`src/rtl/dfc_pkg.sv`:
```
package dfc_pkg;
   typedef struct packed {
      logic brst;
      logic sngl;
      logic lbrst;
      logic lsngl;
   } dfc_req_t;

   typedef enum logic {
      DFC_IDLE = 1'b0,
      DFC_MOVE = 1'b1
   } dfc_state_e;
endpackage

```
`src/rtl/dfc_req_mux.sv`:
```
module dfc_req_mux #(
   parameter int N_SRC = 4,
   parameter int SEL_W = 2,
   parameter logic [N_SRC-1:0] PRESENT = '1
) (
   input  logic [SEL_W-1:0]  sel_i,
   input  logic [N_SRC-1:0]  brst_i,
   input  logic [N_SRC-1:0]  sngl_i,
   input  logic [N_SRC-1:0]  lbrst_i,
   input  logic [N_SRC-1:0]  lsngl_i,
   output dfc_pkg::dfc_req_t req_o
);
   dfc_pkg::dfc_req_t opt [N_SRC];

   for (genvar s = 0; s < N_SRC; s++) begin : g_opt
      if (PRESENT[s]) begin : g_wired
         assign opt[s] = '{brst: brst_i[s], sngl: sngl_i[s],
                           lbrst: lbrst_i[s], lsngl: lsngl_i[s]};
      end else begin : g_absent
         assign opt[s] = '0;
      end
   end

   always_comb begin
      req_o = '0;
      for (int s = 0; s < N_SRC; s++) begin
         if (sel_i == SEL_W'(s)) req_o = opt[s];
      end
   end
endmodule

```
`src/rtl/dfc_prio_pick.sv`:
```
module dfc_prio_pick #(
   parameter int N     = 16,
   parameter int IDX_W = 4
) (
   input  logic [N-1:0]     elig_i,
   output logic             vld_o,
   output logic [IDX_W-1:0] idx_o
);
   always_comb begin
      vld_o = 1'b0;
      idx_o = '0;
      for (int i = N - 1; i >= 0; i--) begin
         if (elig_i[i]) begin
            vld_o = 1'b1;
            idx_o = IDX_W'(i);
         end
      end
   end

   always_comb begin
      if (vld_o) begin
         assert_pick_lowest_R2: assert (elig_i[idx_o] &&
            ((elig_i & ((N'(1) << idx_o) - N'(1))) == '0));
      end
   end
endmodule

```
`src/rtl/dfc_line_state.sv`:
```
module dfc_line_state #(
   parameter int CNT_W = 8
) (
   input  logic             clk,
   input  logic             rst_n,
   input  logic             load_en_i,
   input  logic [CNT_W-1:0] load_val_i,
   input  logic             dec_i,
   input  logic             done_i,
   input  logic             req_any_i,
   output logic [CNT_W-1:0] cnt_o,
   output logic             armed_o
);
   always_ff @(posedge clk or negedge rst_n) begin
      if (!rst_n) begin
         cnt_o <= '0;
      end else if (load_en_i) begin
         cnt_o <= load_val_i;
      end else if (dec_i && cnt_o != '0) begin
         cnt_o <= cnt_o - CNT_W'(1);
      end
   end

   always_ff @(posedge clk or negedge rst_n) begin
      if (!rst_n) begin
         armed_o <= 1'b1;
      end else if (done_i) begin
         armed_o <= 1'b0;
      end else if (!req_any_i) begin
         armed_o <= 1'b1;
      end
   end

   assert_load_takes_R11: assert property (@(posedge clk) disable iff (!rst_n)
      load_en_i |=> cnt_o == $past(load_val_i));
endmodule

```
`src/rtl/dma_flow_ctl.sv`:
```
module dma_flow_ctl #(
   parameter int N_LINES = 16,
   parameter int N_SRC   = 4,
   parameter int BL_W    = 4,
   parameter int CNT_W   = 12,
   parameter logic [N_LINES*N_SRC-1:0] SRC_PRESENT = '1,
   localparam int SEL_W = $clog2(N_SRC),
   localparam int IDX_W = (N_LINES > 1) ? $clog2(N_LINES) : 1
) (
   input  logic                       clk,
   input  logic                       rst_n,
   input  logic [N_LINES*N_SRC-1:0]   src_burst_i,
   input  logic [N_LINES*N_SRC-1:0]   src_single_i,
   input  logic [N_LINES*N_SRC-1:0]   src_lburst_i,
   input  logic [N_LINES*N_SRC-1:0]   src_lsingle_i,
   input  logic [N_LINES*SEL_W-1:0]   mux_sel_i,
   input  logic [N_LINES*BL_W-1:0]    burst_len_i,
   input  logic [N_LINES-1:0]         load_en_i,
   input  logic [CNT_W-1:0]           load_cnt_i,
   output logic                       beat_valid_o,
   input  logic                       beat_ready_i,
   output logic [IDX_W-1:0]           beat_line_o,
   output logic [N_LINES-1:0]         ack_o,
   output logic [N_LINES-1:0]         tc_o
);
   import dfc_pkg::*;

   if (N_SRC < 2 || (N_SRC & (N_SRC - 1)) != 0) begin : g_bad_src
      $error("N_SRC must be a power of two, at least 2");
   end
   if (N_LINES < 1 || BL_W < 1 || CNT_W < 1) begin : g_bad_width
      $error("N_LINES, BL_W and CNT_W must be at least 1");
   end

   dfc_req_t         req   [N_LINES];
   logic [CNT_W-1:0] cnt   [N_LINES];
   logic [N_LINES-1:0] armed, elig;

   dfc_state_e       state_q;
   logic [IDX_W-1:0] cur_q;
   logic [BL_W-1:0]  left_q;
   logic             last_q;
   logic             pick_vld;
   logic [IDX_W-1:0] pick_idx;
   logic             hs, fin;
   logic [CNT_W-1:0] cur_cnt;

   assign hs      = (state_q == DFC_MOVE) && beat_ready_i;
   assign cur_cnt = cnt[cur_q];
   assign fin     = hs && (left_q == BL_W'(1) || cur_cnt <= CNT_W'(1));

   for (genvar i = 0; i < N_LINES; i++) begin : g_line
      dfc_req_mux #(
         .N_SRC  (N_SRC),
         .SEL_W  (SEL_W),
         .PRESENT(SRC_PRESENT[i*N_SRC +: N_SRC])
      ) i_mux (
         .sel_i  (mux_sel_i[i*SEL_W +: SEL_W]),
         .brst_i (src_burst_i[i*N_SRC +: N_SRC]),
         .sngl_i (src_single_i[i*N_SRC +: N_SRC]),
         .lbrst_i(src_lburst_i[i*N_SRC +: N_SRC]),
         .lsngl_i(src_lsingle_i[i*N_SRC +: N_SRC]),
         .req_o  (req[i])
      );

      dfc_line_state #(.CNT_W(CNT_W)) i_state (
         .clk       (clk),
         .rst_n     (rst_n),
         .load_en_i (load_en_i[i]),
         .load_val_i(load_cnt_i),
         .dec_i     (hs && cur_q == IDX_W'(i)),
         .done_i    (fin && cur_q == IDX_W'(i)),
         .req_any_i (|req[i]),
         .cnt_o     (cnt[i]),
         .armed_o   (armed[i])
      );

      assign elig[i] = armed[i] && (|req[i]) && (cnt[i] != '0);
   end

   dfc_prio_pick #(.N(N_LINES), .IDX_W(IDX_W)) i_pick (
      .elig_i(elig),
      .vld_o (pick_vld),
      .idx_o (pick_idx)
   );

   dfc_req_t         g_req;
   logic             g_burst;
   logic [BL_W-1:0]  g_len;
   assign g_req   = req[pick_idx];
   assign g_burst = g_req.brst || g_req.lbrst;
   assign g_len   = burst_len_i[pick_idx*BL_W +: BL_W];

   always_ff @(posedge clk or negedge rst_n) begin
      if (!rst_n) begin
         state_q <= DFC_IDLE;
         cur_q   <= '0;
         left_q  <= '0;
         last_q  <= 1'b0;
         ack_o   <= '0;
         tc_o    <= '0;
      end else begin
         ack_o <= '0;
         tc_o  <= '0;
         if (state_q == DFC_IDLE) begin
            if (pick_vld) begin
               state_q <= DFC_MOVE;
               cur_q   <= pick_idx;
               if (g_burst) begin
                  left_q <= (g_len == '0) ? BL_W'(1) : g_len;
                  last_q <= g_req.lbrst;
               end else begin
                  left_q <= BL_W'(1);
                  last_q <= g_req.lsngl;
               end
            end
         end else if (hs) begin
            left_q <= left_q - BL_W'(1);
            if (fin) begin
               state_q       <= DFC_IDLE;
               ack_o[cur_q]  <= 1'b1;
               tc_o[cur_q]   <= last_q || (cur_cnt <= CNT_W'(1));
            end
         end
      end
   end

   assign beat_valid_o = (state_q == DFC_MOVE);
   assign beat_line_o  = cur_q;

   assert_ack_onehot_R5: assert property (@(posedge clk) disable iff (!rst_n)
      $onehot0(ack_o));
   assert_ack_pulse_R5: assert property (@(posedge clk) disable iff (!rst_n)
      (ack_o != '0) |=> (ack_o == '0));
   assert_ack_after_beat_R5: assert property (@(posedge clk) disable iff (!rst_n)
      (ack_o != '0) |-> $past(beat_valid_o && beat_ready_i));
   assert_tc_with_ack_R6: assert property (@(posedge clk) disable iff (!rst_n)
      (tc_o & ~ack_o) == '0);
   assert_beat_hold_R9: assert property (@(posedge clk) disable iff (!rst_n)
      (beat_valid_o && !beat_ready_i) |=> (beat_valid_o && $stable(beat_line_o)));
endmodule

```
`config.mk`:
```
export PLATFORM = sky130hd
export DESIGN_NAME = dma_flow_ctl
export DESIGN_NICKNAME = d
export VERILOG_FILES = /design/src/rtl/dfc_pkg.sv /design/src/rtl/dfc_req_mux.sv /design/src/rtl/dfc_prio_pick.sv /design/src/rtl/dfc_line_state.sv /design/src/rtl/dma_flow_ctl.sv
export SDC_FILE = /design/constraint.sdc
export NUM_CORES = 1
export LEC_CHECK = 0
export ABC_CLOCK_PERIOD_IN_PS = 8700
export BUFFER_PORTS_ARGS = -buffer_cell sky130_fd_sc_hd__buf_2
export CAP_MARGIN = 20
export CORE_AREA = 10 10 180 182
export CTS_BUF_LIST = sky130_fd_sc_hd__clkbuf_4
export DETAILED_ROUTE_END_ITERATION = 6
export DIE_AREA = 0 0 190 192
export GPL_ROUTABILITY_DRIVEN = 0
export HOLD_SLACK_MARGIN = 0.06
export PLACE_DENSITY = 0.82
export SYNTH_ARGS = -nofsm -noshare
export SYNTH_HDL_FRONTEND = slang
export SYNTH_SLANG_ARGS = --single-unit
```
`constraint.sdc`:
```
create_clock -name clk -period 8.7 [get_ports clk]
set_input_delay 1.74 -clock clk [delete_from_list [all_inputs] [get_ports clk]]
set_output_delay 1.74 -clock clk [all_outputs]
set_load 0.05 [all_outputs]
```
==> After elaboration in Yosys (flattened, before gate mapping) <==
Cells that the tools add are included.
{ "word_totals": {"ff_bits": 250, "out_inout_bits": 37, "wordCells": 485} }
{ "classes": {"n_addsub": 17, "magnitude_cmp": 5, "eq_ne": 81, "shifts": 1, "muxes": 184, "n_bitwise": 4, "reduce_logical": 155} }
{ "op_table": {"columns": ["op", "n"], "rows": [
  ["$mux 12", 34],
  ["$mux 4", 87],
  ["$reduce_bool 12->1", 16],
  ["$sub 12x1->12 const B", 16],
  ["$mux 16", 6],
  ["$logic_and 1x1->1", 83],
  ["$eq 2x2->1 const B", 32],
  ["$reduce_or 4->1", 16],
  ["$shiftx 64x7->4", 1],
  ["$mux 1", 54],
  ["$bmux 12 s4", 1],
  ["$ne 2x1->1 const B", 17],
  ["$reduce_bool 2->1", 17],
  ["$eq 2x1->1 const B", 16],
  ["$eq 4x4->1 const B", 8],
  ["$logic_not 2->1", 16],
  ["$and 16x16->16", 1],
  ["$bmux 4 s4", 1],
  ["$eq 4x3->1 const B", 4],
  ["$le 12x1->1 const B", 1],
  ["$ge 5x5->1 const B", 2],
  ["$not 4->5", 2],
  ["$eq 4x1->1 const B", 2],
  ["$eq 4x2->1 const B", 2],
  ["other kinds (8)", 12]
]} }

==> Longest topological paths before layout <==
Gate-level depths: netlist of the first run.
{ "depth": {"word_depth": 32, "mapped_depth": 16} }

==> By module <==
From an unflattened synthesis of the first run, not the netlist that was laid out.
{ "hier_totals": {"cells_unflattened": 1952, "hier_area_um2": 18710.4} }
{ "by_module_without_submodules": {"columns": ["module", "instances", "cells_each", "area_per_inst_um2", "seq_area_each_um2"], "rows": [
  ["dfc_line_state", 16, 94, 833.3, 326.6],
  ["dma_flow_ctl", 1, 351, 3517.1, 1051.0],
  ["dfc_req_mux", 16, 4, 105.1, 0.0],
  ["dfc_prio_pick", 1, 33, 178.9, 0.0]
]} }

==> Least setup slack after synthesis of the first run <==
OpenSTA, ideal clock, no wires.
{ "synth_timing": {"path_kind": "input to register", "from": "input mux_sel_i[4]", "to": "register left_q[3]", "arrival_time_ps": 5321, "setup_slack_ps": 3260, "cell_stages": 13, "n_path_buf": 2, "cell_sequence": "mux4_2 > or4_1 > nand3_1 > o21ai_1 > a211oi_1 > a21o_1 > buf_2 > buf_2 > mux2i_1 > o22ai_1 > or4_1 > or3_1 > a31o_1"} }
{ "synth_via": {"elab_chain_cells": 19, "word_cells_on_any_way": 30, "cone_classes": "eq/ne (3); shift (1); mux (17); bitwise (1); reduce/logical (8)"} }
{ "synth_rtl": {"columns": ["item", "line_no", "text"], "rows": [
  ["start: declaration", "dma_flow_ctl.sv:16", "input logic [N_LINES*SEL_W-1:0] mux_sel_i,"],
  ["$logic_not 2->1", "dfc_req_mux.sv:27", "if (sel_i == SEL_W'(s)) req_o = opt[s];"],
  ["$mux 4 (3 in series)", "dfc_req_mux.sv:27", null],
  ["$mux 4 (*)", "dfc_req_mux.sv:27", null],
  ["parallel branches: the longest is 14 deep, another holds $shiftx 64x7->4", null, null],
  ["end signal: assignment", "dma_flow_ctl.sv:110", "left_q <= (g_len == '0) ? BL_W'(1) : g_len;"],
  ["end signal: assignment", "dma_flow_ctl.sv:118", "left_q <= left_q - BL_W'(1);"],
  ["end: declaration", "dma_flow_ctl.sv:41", "logic [BL_W-1:0] left_q;"]
]} }
Every way passes the cells marked *. The select of a mux whose other input is x is not followed.
A chain may end at the register's enable or synchronous reset.

==> Worst setup path after layout of the first run <==
{ "layout_timing": {"from": "input mux_sel_i[22]", "to": "register left_q[3]"} }
{ "layout_via": {"elab_chain_cells": 28, "word_cells_on_any_way": 48, "cone_classes": "eq/ne (3); shift (1); mux (35); bitwise (1); reduce/logical (8)"} }
{ "layout_rtl": {"columns": ["item", "line_no"], "rows": [
  ["$logic_not 2->1", "dfc_req_mux.sv:27"],
  ["$mux 4 (3 in series)", "dfc_req_mux.sv:27"],
  ["$mux 4 (*)", "dfc_req_mux.sv:27"],
  ["parallel branches: the longest is 23 deep, another holds $reduce_or 4->1", null]
]} }
Marks and branches as above.

==> results.json, run 1 <==
{
  "status": "finished, final reports clean",
  "critPathSlowestCell": "a21oi_4",
  "die_x_um": 190,
  "ys.flop_type": "dfrtp_1",
  "die_h_um": 192,
  "syn_nets": 2114,
  "place_ws_ns": 1.59,
  "portBuffers": 419,
  "syn_avg_cell_area_sq_um": 9.16,
  "cts_htree_levels": 3,
  "drive_above_1_share_pct": 29.5,
  "timing.rr.start": "g_line[7].i_state.cnt_o[3]",
  "p_leak_nw": 8.35,
  "synthMuxAreaShare_pct": 11.8,
  "async_flop_share_pct": 100,
  "fin_crit_ns": 6.54,
  "cpLargestDelayFamily": "compound AO/OA/AOI/OAI gates",
  "hold_class": "flop to flop",
  "reg2reg_depth": 12,
  "r2r_slack_ns": 2.95,
  "cts_setup_buffers": 0,
  "grt_usage_pct": 33.7,
  "clk_pin_slew_worst_paths_ns": 0.06,
  "yosys_register_bits": 250,
  "synth_top_family_by_area": "simple AND/OR/NAND/NOR gates",
  "min_from": "g_line[2].i_state.armed_o",
  "finish.instance_area_sq_mm": 0.0190,
  "grt_first_pass_wirelength_mm": 93.9,
  "dp_cells": 2439,
  "synthCells": 1713,
  "crit_fanout": 25,
  "coreArea_sq_mm": 0.0286,
  "powerDensity_mw_per_mm2": 202,
  "first_global_vias": 15823,
  "period_share_pct": 75.1,
  "fin_ws_ns": 2.16,
  "grt_overflow": 0,
  "yosysWarnings": 0,
  "synth-edff-count": 0,
  "clk_latency_ns": 0.71,
  "max-cap-violations": 0,
  "hold_viol": 0,
  "yosysUniqueCellTypes": 66,
  "worst_ep_arrival_time_ns": 7.12,
  "slew_headroom_pct": 31.1,
  "vias_per_cell": 6.13,
  "synthesis.area_sq_mm": 0.0157,
  "yosys.area_share.adder_pct": 1.43,
  "ys_seq_area_share_pct": 40.0,
  "max_stage_delay_ns": 0.82,
  "cp-end-kind": "flop",
  "crit_type": "input port to flop",
  "vdd.ir_drop.worst_v": 0.000143,
  "yosys-top-cells-area": "dfrtp_1 37%, mux4_2 10%, xnor2_1 7.2%, nand2_1 6.4%, o21ai_0 6.1%",
  "synthXorXnorAreaFrac_pct": 9.60,
  "synth_area_leader_cell": "dfrtp_1",
  "io_pins": 420,
  "fmax_ghz": 0.153,
  "rr_endpoint": "left_q[3]",
  "synth_top_area_share_pct": 37.3,
  "crit_end": "left_q[3]",
  "syn_to_final_growth_pct": 20.8,
  "fin_setup_tns_ns": 0,
  "finalMaxSlewViolations": 0,
  "cts.hold.buffers_added": 0,
  "grt_max_degree": 122,
  "vias": 15735,
  "drt-pass1-iter-count": 6,
  "placed_cell_area_sq_mm": 0.0180,
  "required_ns": 9.28,
  "layoutNonFillerInstCount": 2567,
  "worst_setup_path_start_kind": "input port",
  "wl_per_cell_um": 24.4,
  "drc": 0,
  "synthSimpleGateAreaFrac_pct": 20.5,
  "nets": 2528,
  "worstMarginPinSlew_ns": 1.03,
  "start_util_pct": 54.8,
  "clockBufferDepth": 3,
  "die_area_sq_mm": 0.0365,
  "drtIter0Drc": 1695,
  "clock_sinks": 250,
  "cts_tree": "yes",
  "setup_viol": 0,
  "clockRootBuffer": "clkbuf_4",
  "routed_wl_mm": 62.7,
  "antenna_found_initial": 9,
  "rsz0062_at_grt": "false",
  "worst_path_most_repeated_cell": "a211oi_1",
  "cp_cell_sequence": "buf_2 -> mux4_2 -> nor4_1 -> a211oi_1 -> a211oi_1 -> o31ai_2 -> buf_4 -> a21oi_4 -> mux2i_1 -> o32ai_1 -> or4_1 -> or3_1 -> a31o_1",
  "cts-resized-gates": 0,
  "synth-compound-area-share_pct": 12.7,
  "cts_buffers": 69,
  "skew_ns": 0.0403,
  "dpl.hpwl_mm": 48.1,
  "crit_start": "mux_sel_i[22]",
  "cp_num_buf_inv": 2,
  "worstSetupPathDepth": 13,
  "ant_nets": 0,
  "floorplan.rows": 62
}
-- state kept, by name (all words and copies together), names as in the netlist --
name                    cells
tc_o                       16
ack_o                      16
left_q                      4
beat_line_o                 4
g_line.i_state.armed_o     16
beat_valid_o                1
g_line.i_state.cnt_o      192
last_q                      1
-- power by group --
part | internal [mW] | switching (mW) | total (mW)
combinational | 0.441 | 0.769 | 1.21
clock | 0.597 | 0.536 | 1.13
sequential | 1.33 | 0.157 | 1.49
total | 2.37 | 1.46 | 3.83
-- cell type report --
| class | instances | area, sq um |
|---|---|---|
| antenna | 8 | 20.0 |
| clock buffer | 95 | 713 |
| clock inverter | 24 | 183 |
| fill | 2295 | 9670 |
| inverter | 79 | 297 |
| multi-input combinational | 1300 | 8810 |
| sequential | 250 | 6280 |
| tap | 384 | 480 |
| timing repair buffer | 427 | 2180 |
-- cells by family (layout without fill, tap and decap cells) --
logic type	Yosys count	count (layout)
buffers and inverters	163	625
XOR/XNOR	172	172
other	0	8
AO/OA/AOI/OAI	333	333
multiplexers	92	92
adder cells (fa/ha/maj)	18	18
AND/OR/NAND/NOR	685	685
flip-flops	250	250
-- worst register-to-register path: stages (launching register included) --
cell,delay (ns)
dfrtp_1,0.42
or3_1,0.43
nor4_1,0.77
a311oi_1,0.43
nor3_1,0.43
o31ai_2,0.17
buf_4,0.22
a21oi_4,0.82
mux2i_1,0.57
o32ai_1,0.17
or4_1,0.57
or3_1,0.42
a31o_1,0.21
-- worst min path at each step --
stage / to / slack, ns / depth (start not counted)
final: g_line[2].i_state.armed_o / 0.46 / 2
after global routing: g_line[6].i_state.armed_o / 0.48 / 2
after CTS: g_line[3].i_state.armed_o / 0.46 / 2
after detailed placement: g_line[3].i_state.armed_o / 0.45 / 2
after global placement: g_line[10].i_state.armed_o / 0.45 / 2
after floorplan: g_line[10].i_state.armed_o / 0.44 / 2
-- cells in the mapped netlist (all sizes together) (15+ instances only) --
master    n
xnor2   129
or4      34
buf      16
nor2    141
nor3     65
o21ai   194
ha       18
clkbuf   68
inv      79
a211oi   35
nand3    30
dfstp    16
nand2   268
a21oi    40
dfrtp   234
or3      25
nor4     60
mux2i    15
xor2     43
mux4     73
-- per-stage QoR --
| step | hold WS [ns] | total power [mW] | utilization (%) |
|---|---|---|---|
| 6_report | 0.463 | 3.83 | 66.2 |
| 5_1_grt | 0.483 | 4.01 | 66.2 |
| 4_1_cts | 0.462 | 3.80 | 66.1 |
| 3_5_place_dp | 0.452 | 2.67 | 63.0 |
| 3_3_place_gp | 0.449 | 2.64 | 63.0 |
| 2_1_floorplan | 0.438 | 2.22 | - |
-- cells in the final DEF, fill, tap and decap left out, types with 16 or more instances in the layout --
| cell | netlist | final |
|---|---|---|
| a211oi_1 | 33 | 32 |
| a21oi_1 | 39 | 39 |
| buf_2 | 7 | 418 |
| clkbuf_4 | 0 | 95 |
| dfrtp_1 | 234 | 234 |
| dfstp_2 | 16 | 16 |
| ha_1 | 18 | 18 |
| inv_1 | 79 | 79 |
| mux4_2 | 70 | 70 |
| nand2_1 | 268 | 268 |
| nand3_1 | 30 | 30 |
| nor2_1 | 140 | 140 |
| nor3_1 | 65 | 65 |
| nor4_1 | 60 | 60 |
| o21ai_0 | 192 | 192 |
| or3_1 | 25 | 25 |
| or4_1 | 34 | 34 |
| xnor2_1 | 129 | 129 |
| xor2_1 | 43 | 43 |
-- per-layer routing --
metal	vias up	global-route usage, %	part of all wire, %	routed length [um]
li1	6994	-	-	-
met1	7545	39.1	36	22500
met2	987	54.8	48	30000
met3	203	11.6	12	7240
met4	6	16.2	4.7	2980
met5	-	0	0.056	35
No activity file was read; power rests on OpenSTA's default activity.
==> run 2, diff against run 1 <==
--- a/config.mk
+++ b/config.mk
@@ -5,7 +5,7 @@
 export SDC_FILE = /design/constraint.sdc
 export NUM_CORES = 1
 export LEC_CHECK = 0
-export ABC_CLOCK_PERIOD_IN_PS = 8700
+export ABC_CLOCK_PERIOD_IN_PS = 6650
 export BUFFER_PORTS_ARGS = -buffer_cell sky130_fd_sc_hd__buf_2
 export CAP_MARGIN = 20
 export CORE_AREA = 10 10 180 182
==> constraint.sdc (replaced) <==
create_clock -name clk -period 6.65 [get_ports clk]
set_input_delay 1.33 -clock clk [delete_from_list [all_inputs] [get_ports clk]]
set_output_delay 1.33 -clock clk [all_outputs]
set_load 0.05 [all_outputs]
==> results.json, run 2 (synthesized netlist as in run 1, its figures left out) <==
{
  "timing.rr.start": "g_line[7].i_state.cnt_o[3]",
  "rsz0062_at_grt": "false",
  "crit_fanout": 15,
  "required_ns": 7.23,
  "syn_to_final_growth_pct": 20.7,
  "layout_commonest_cell": "buf_2",
  "drive_above_1_share_pct": 30.1,
  "crit_type": "flop to flop",
  "pwr-share-comb_pct": 32.5,
  "finish.instance_area_sq_mm": 0.0189,
  "cts_buffers": 67,
  "drt-pass1-iter-count": 6,
  "p_switching_mw": 1.87,
  "p_leak_nw": 8.38,
  "intPower_mw": 3.05,
  "drtIter0Drc": 1577,
  "p_sw_share_pct": 38.0,
  "worst_hold_path.endpoint": "g_line[2].i_state.armed_o",
  "vdd.ir_drop.worst_v": 0.000158,
  "start_util_pct": 54.8,
  "dpl.hpwl_mm": 48.3,
  "powerDensity_mw_per_mm2": 260,
  "grt_overflow": 0,
  "drc": 0,
  "regMostFlops": "g_line.i_state.cnt_o",
  "clock_sinks": 250,
  "final_cell_mix": "418 x buf_2, 268 x nand2_1, 234 x dfrtp_1",
  "die_x_um": 190,
  "cp-end-kind": "flop",
  "cts-resized-gates": 0,
  "max-cap-violations": 0,
  "fin_hold_ws_ns": 0.466,
  "slew_headroom_pct": 21.2,
  "vias_per_cell": 6.18,
  "skew_ns": 0.0592,
  "wl_per_cell_um": 24.5,
  "r2r_slack_ns": 1.27,
  "multi_input_area_sq_mm": 0.00881,
  "fin_setup_tns_ns": 0,
  "hold_viol": 0,
  "holdPathStages": 2,
  "seqPwrFrac_pct": 39.4,
  "finalMaxSlewViolations": 0,
  "regArea_sq_mm": 0.00628,
  "vias": 15849,
  "clk_latency_ns": 0.69,
  "clockBufferDepth": 3,
  "layoutNonFillerInstCount": 2566,
  "first_global_vias": 15896,
  "grt_usage_pct": 33.6,
  "antenna_found_initial": 9,
  "largest_reg_flops": 192,
  "dp_cells": 2448,
  "grt_max_degree": 135,
  "fmax_ghz": 0.186,
  "hold_class": "flop to flop",
  "finalPower_mw": 4.92,
  "clk_pin_slew_worst_paths_ns": 0.06,
  "cts_tree": "yes",
  "die_area_sq_mm": 0.0365,
  "cts_htree_levels": 3,
  "period_share_pct": 80.8,
  "cts_setup_buffers": 0,
  "ant_nets": 0,
  "grt_first_pass_wirelength_mm": 93.4,
  "io_pins": 420,
  "setup_viol": 0,
  "die_h_um": 192,
  "fin_crit_ns": 5.38,
  "status": "finished, final reports clean",
  "worst_ep_arrival_time_ns": 5.95,
  "power_frac_clock_pct": 28.1,
  "final_core_util_pct": 66.2,
  "fin_ws_ns": 1.27,
  "nets": 2534,
  "rr_endpoint": "left_q[3]",
  "placed_cell_area_sq_mm": 0.0181,
  "reg2reg_depth": 12,
  "n_fill_cell": 2330,
  "clockRootBuffer": "clkbuf_4",
  "portBuffers": 419,
  "place_ws_ns": 0.748,
  "routed_wl_mm": 62.8,
  "worstMarginPinSlew_ns": 1.17,
  "worst_setup_path_start_kind": "flop",
  "coreArea_sq_mm": 0.0286,
  "min_from": "g_line[2].i_state.armed_o",
  "cts.hold.buffers_added": 0,
  "floorplan.rows": 62
}
[run 2: cell type report]
class	count	area share, %
Sequential cell	250	33.1
Antenna cell	3	0.0396
Clock inverter	7	0.139
Tap cell	384	2.54
Timing Repair Buffer	435	11.8
Clock buffer	108	4.28
Inverter	79	1.57
Multi-Input combinational cell	1300	46.5
[run 2: metal layers]
metal | GRT usage [%] | part of all wire [%]
met3 | 12.1 | 12
met4 | 15.3 | 4.8
met1 | 38.8 | 36
met5 | 0 | 0.065
met2 | 55.1 | 48
[run 2: power by group through the flow]
stage | Sequential (mW) | Clock, mW | Combinational, mW
after floorplan | 1.97 | 0 | 0.933
after global placement | 1.95 | 0 | 1.52
after detailed placement | 1.96 | 0 | 1.56
after CTS | 1.93 | 1.40 | 1.56
after global routing | 1.96 | 1.50 | 1.71
final | 1.94 | 1.38 | 1.60
[run 2: worst max-delay path by stage]
stage / cells past startpoint / start / end
after global placement: 13 / mux_sel_i[10] / left_q[3]
after floorplan: 13 / mux_sel_i[4] / left_q[3]
final: 12 / g_line[7].i_state.cnt_o[3] / left_q[3]
after detailed placement: 13 / mux_sel_i[10] / left_q[3]
after global routing: 13 / g_line[7].i_state.cnt_o[3] / left_q[0]
after CTS: 13 / mux_sel_i[10] / left_q[3]
[run 2: critical path: stages (launching register included)]
cell      delay [ns]
dfrtp_1         0.43
or3_1           0.46
nor4_1          0.97
a311oi_1        0.39
nor3_1          0.34
o31ai_2         0.15
buf_4           0.21
a21oi_4         0.52
mux2i_1         0.48
o32ai_1         0.16
or4_1           0.57
or3_1           0.41
a31o_1          0.21
==> run 3, diff against run 2 <==
--- a/config.mk
+++ b/config.mk
@@ -5,16 +5,17 @@
 export SDC_FILE = /design/constraint.sdc
 export NUM_CORES = 1
 export LEC_CHECK = 0
-export ABC_CLOCK_PERIOD_IN_PS = 6650
+export ABC_AREA = 1
+export ABC_CLOCK_PERIOD_IN_PS = 5630
 export BUFFER_PORTS_ARGS = -buffer_cell sky130_fd_sc_hd__buf_2
 export CAP_MARGIN = 20
-export CORE_AREA = 10 10 180 182
+export CORE_AREA = 10 10 189 191
 export CTS_BUF_LIST = sky130_fd_sc_hd__clkbuf_4
 export DETAILED_ROUTE_END_ITERATION = 6
-export DIE_AREA = 0 0 190 192
+export DIE_AREA = 0 0 199 201
 export GPL_ROUTABILITY_DRIVEN = 0
 export HOLD_SLACK_MARGIN = 0.06
-export PLACE_DENSITY = 0.82
+export PLACE_DENSITY = 0.81
 export SYNTH_ARGS = -nofsm -noshare
 export SYNTH_HDL_FRONTEND = slang
 export SYNTH_SLANG_ARGS = --single-unit
==> constraint.sdc (replaced) <==
create_clock -name clk -period 5.63 [get_ports clk]
set_input_delay 1.126 -clock clk [delete_from_list [all_inputs] [get_ports clk]]
set_output_delay 1.126 -clock clk [all_outputs]
set_load 0.05 [all_outputs]
==> results.json, run 3 <==
{
  "fmax_ghz": 0.250,
  "worst_path_most_repeated_cell": "nand2_1",
  "slew_headroom_pct": 37.0,
  "synth-edff-count": 0,
  "max-cap-violations": 0,
  "first_global_vias": 19371,
  "rsz0062_at_grt": "false",
  "fin_crit_ns": 4.00,
  "setup_viol": 0,
  "powerDensity_mw_per_mm2": 288,
  "dpl.hpwl_mm": 56.4,
  "cts_tree": "yes",
  "yosysUniqueCellTypes": 56,
  "cts_buffers": 68,
  "syn_to_final_growth_pct": 19.0,
  "cts-resized-gates": 0,
  "coreArea_sq_mm": 0.0320,
  "syn_avg_cell_area_sq_um": 6.95,
  "die_h_um": 201,
  "finalMaxSlewViolations": 0,
  "timing.rr.start": "g_line[15].i_state.cnt_o[0]",
  "rr_endpoint": "left_q[0]",
  "portBuffers": 419,
  "max_stage_delay_ns": 0.46,
  "vias": 20450,
  "async_flop_share_pct": 100,
  "die_x_um": 199,
  "ys_seq_area_share_pct": 36.2,
  "die_area_sq_mm": 0.0400,
  "vias_per_cell": 6.02,
  "synthCells": 2496,
  "ys.flop_type": "dfrtp_1",
  "skew_ns": 0.0661,
  "synth_top_area_share_pct": 33.7,
  "antenna_found_initial": 21,
  "drtIter0Drc": 2409,
  "drc": 1,
  "clockRootBuffer": "clkbuf_4",
  "crit_type": "flop to flop",
  "n_fill_cell": 2861,
  "fin_setup_tns_ns": 0,
  "worstMarginPinSlew_ns": 0.944,
  "synthSimpleGateAreaFrac_pct": 32.7,
  "synthTopCellsByCount": "496 x nand2_1, 339 x inv_1, 317 x nor2_1",
  "routed_wl_mm": 72.6,
  "synth_area_leader_cell": "dfrtp_1",
  "clockBufferDepth": 3,
  "synthXorXnorAreaFrac_pct": 4.29,
  "synth-compound-area-share_pct": 15.5,
  "crit_fanout": 63,
  "grt_overflow": 0,
  "synthesis.area_sq_mm": 0.0174,
  "yosys_register_bits": 250,
  "worst_ep_arrival_time_ns": 4.56,
  "worst_setup_path_start_kind": "flop",
  "yosysMostFrequentCell": "nand2_1",
  "largest_reg_flops": 192,
  "synthMuxAreaShare_pct": 0.195,
  "vdd.ir_drop.worst_v": 0.000178,
  "grt_usage_pct": 34.6,
  "yosys-top-cells-area": "dfrtp_1 34%, nand2_1 11%, nand3_1 8.8%, inv_1 7.3%, nor2_1 6.9%",
  "drt-pass1-iter-count": 7,
  "period_share_pct": 71.0,
  "hold_class": "input port to asynchronous set/reset pin",
  "crit_end": "left_q[0]",
  "grt_first_pass_wirelength_mm": 108,
  "r2r_slack_ns": 1.63,
  "grt_max_degree": 136,
  "floorplan.rows": 66,
  "cp-end-kind": "flop",
  "clk_pin_slew_worst_paths_ns": 0.07,
  "yosysWarnings": 0,
  "clock_sinks": 250,
  "violations": "DRC",
  "syn_nets": 2897,
  "cts.hold.buffers_added": 0,
  "cts_htree_levels": 3,
  "layout_commonest_cell": "nand2_1",
  "critPathSlowestCell": "nand2_4",
  "status": "finished with violations",
  "ant_nets": 0,
  "p_leak_nw": 10.2,
  "final_core_util_pct": 64.4,
  "final_cell_mix": "496 x nand2_1, 418 x buf_2, 339 x inv_1",
  "io_pins": 420,
  "start_util_pct": 54.2,
  "nets": 3323,
  "clk_latency_ns": 0.71,
  "cts_setup_buffers": 0,
  "crit_start": "g_line[15].i_state.cnt_o[0]",
  "hold_viol": 0,
  "regMostFlops": "g_line.i_state.cnt_o",
  "wl_per_cell_um": 21.4,
  "required_ns": 6.19,
  "reg2reg_depth": 35,
  "yosys.area_share.adder_pct": 1.30,
  "drive_above_1_share_pct": 20.3,
  "synth_top_family_by_area": "simple AND/OR/NAND/NOR gates"
}
==> run 3: cell count changes in the layout (fill, tap and decap cells not counted), sizes merged, moves of 34 or more <==
cell	delta
a21oi	+94
inv	+280
mux4	-73
nand2	+232
nand3	+275
nand4	+48
nor2	+185
nor4	-44
o21ai	-119
o221ai	+62
or4	-34
xnor2	-114
==> run 3: layout make-up <==
cell class              count  area (sq um)  share of cell area (%)
multi-input cells        1811          9380                    45.4
flip-flops and latches    250          6280                    30.4
clock buffers             105           788                    3.82
inverters                 364          1370                    6.62
clock inverters            12          97.6                   0.473
well taps                 408           510                    2.47
diodes                     19          47.5                   0.230
repair buffers            427          2180                    10.6
==> run 3: stage by stage <==
stage          setup slack (ns)  hold slack, ns  instances  cell area (sq um)  power, mW
3_5_place_dp               1.28           0.457       3260              19700       4.18
3_3_place_gp               1.32           0.450       3260              19700       4.12
4_1_cts                    1.73           0.357       3377              20600       5.90
6_report                   1.63           0.339       3396              20600       5.94
2_1_floorplan              2.17           0.441       2496              17400       3.55
5_1_grt                    1.09           0.381       3391              20600       6.27
==> run 3: worst min path at each step <==
| stage | end | slack (ns) |
|---|---|---|
| after detailed placement | g_line[2].i_state.armed_o | 0.46 |
| after CTS | g_line[7].i_state.cnt_o[1] | 0.36 |
| after global placement | g_line[2].i_state.armed_o | 0.45 |
| after floorplan | g_line[11].i_state.armed_o | 0.44 |
| after global routing | g_line[7].i_state.cnt_o[1] | 0.38 |
| final | g_line[7].i_state.cnt_o[1] | 0.34 |
==> run 3: cell families (layout without fill, tap and decap cells) <==
logic type,count (synthesis),count (layout)
simple gates,1294,1294
buf+inv,435,908
compound gates,411,411
flops,250,250
mux,3,3
fa+ha+maj,18,18
other cells,0,19
xor+xnor,85,85
==> run 3: per-layer routing <==
layer	routed length [um]	share of wire (%)	GRT usage, %	vias up
li1	-	-	-	9321
met1	25700	35	40.8	9480
met2	33000	46	55.0	1327
met3	9190	13	10.7	312
met4	4630	6.4	18.6	10
met5	69	0.095	0	-
==> run 3: power breakdown <==
part | internal, mW | switching [mW] | total (mW)
sequential | 2.00 | 0.206 | 2.20
combinational | 0.654 | 1.36 | 2.01
clock | 0.934 | 0.789 | 1.72
==> run 3: critical path: cells and delay by family (launching register included) <==
family          cells  cell delay (ns)
simple gates       30             2.84
buf+inv             3             0.40
flops               1             0.38
fa+ha+maj           1             0.17
compound gates      1             0.07
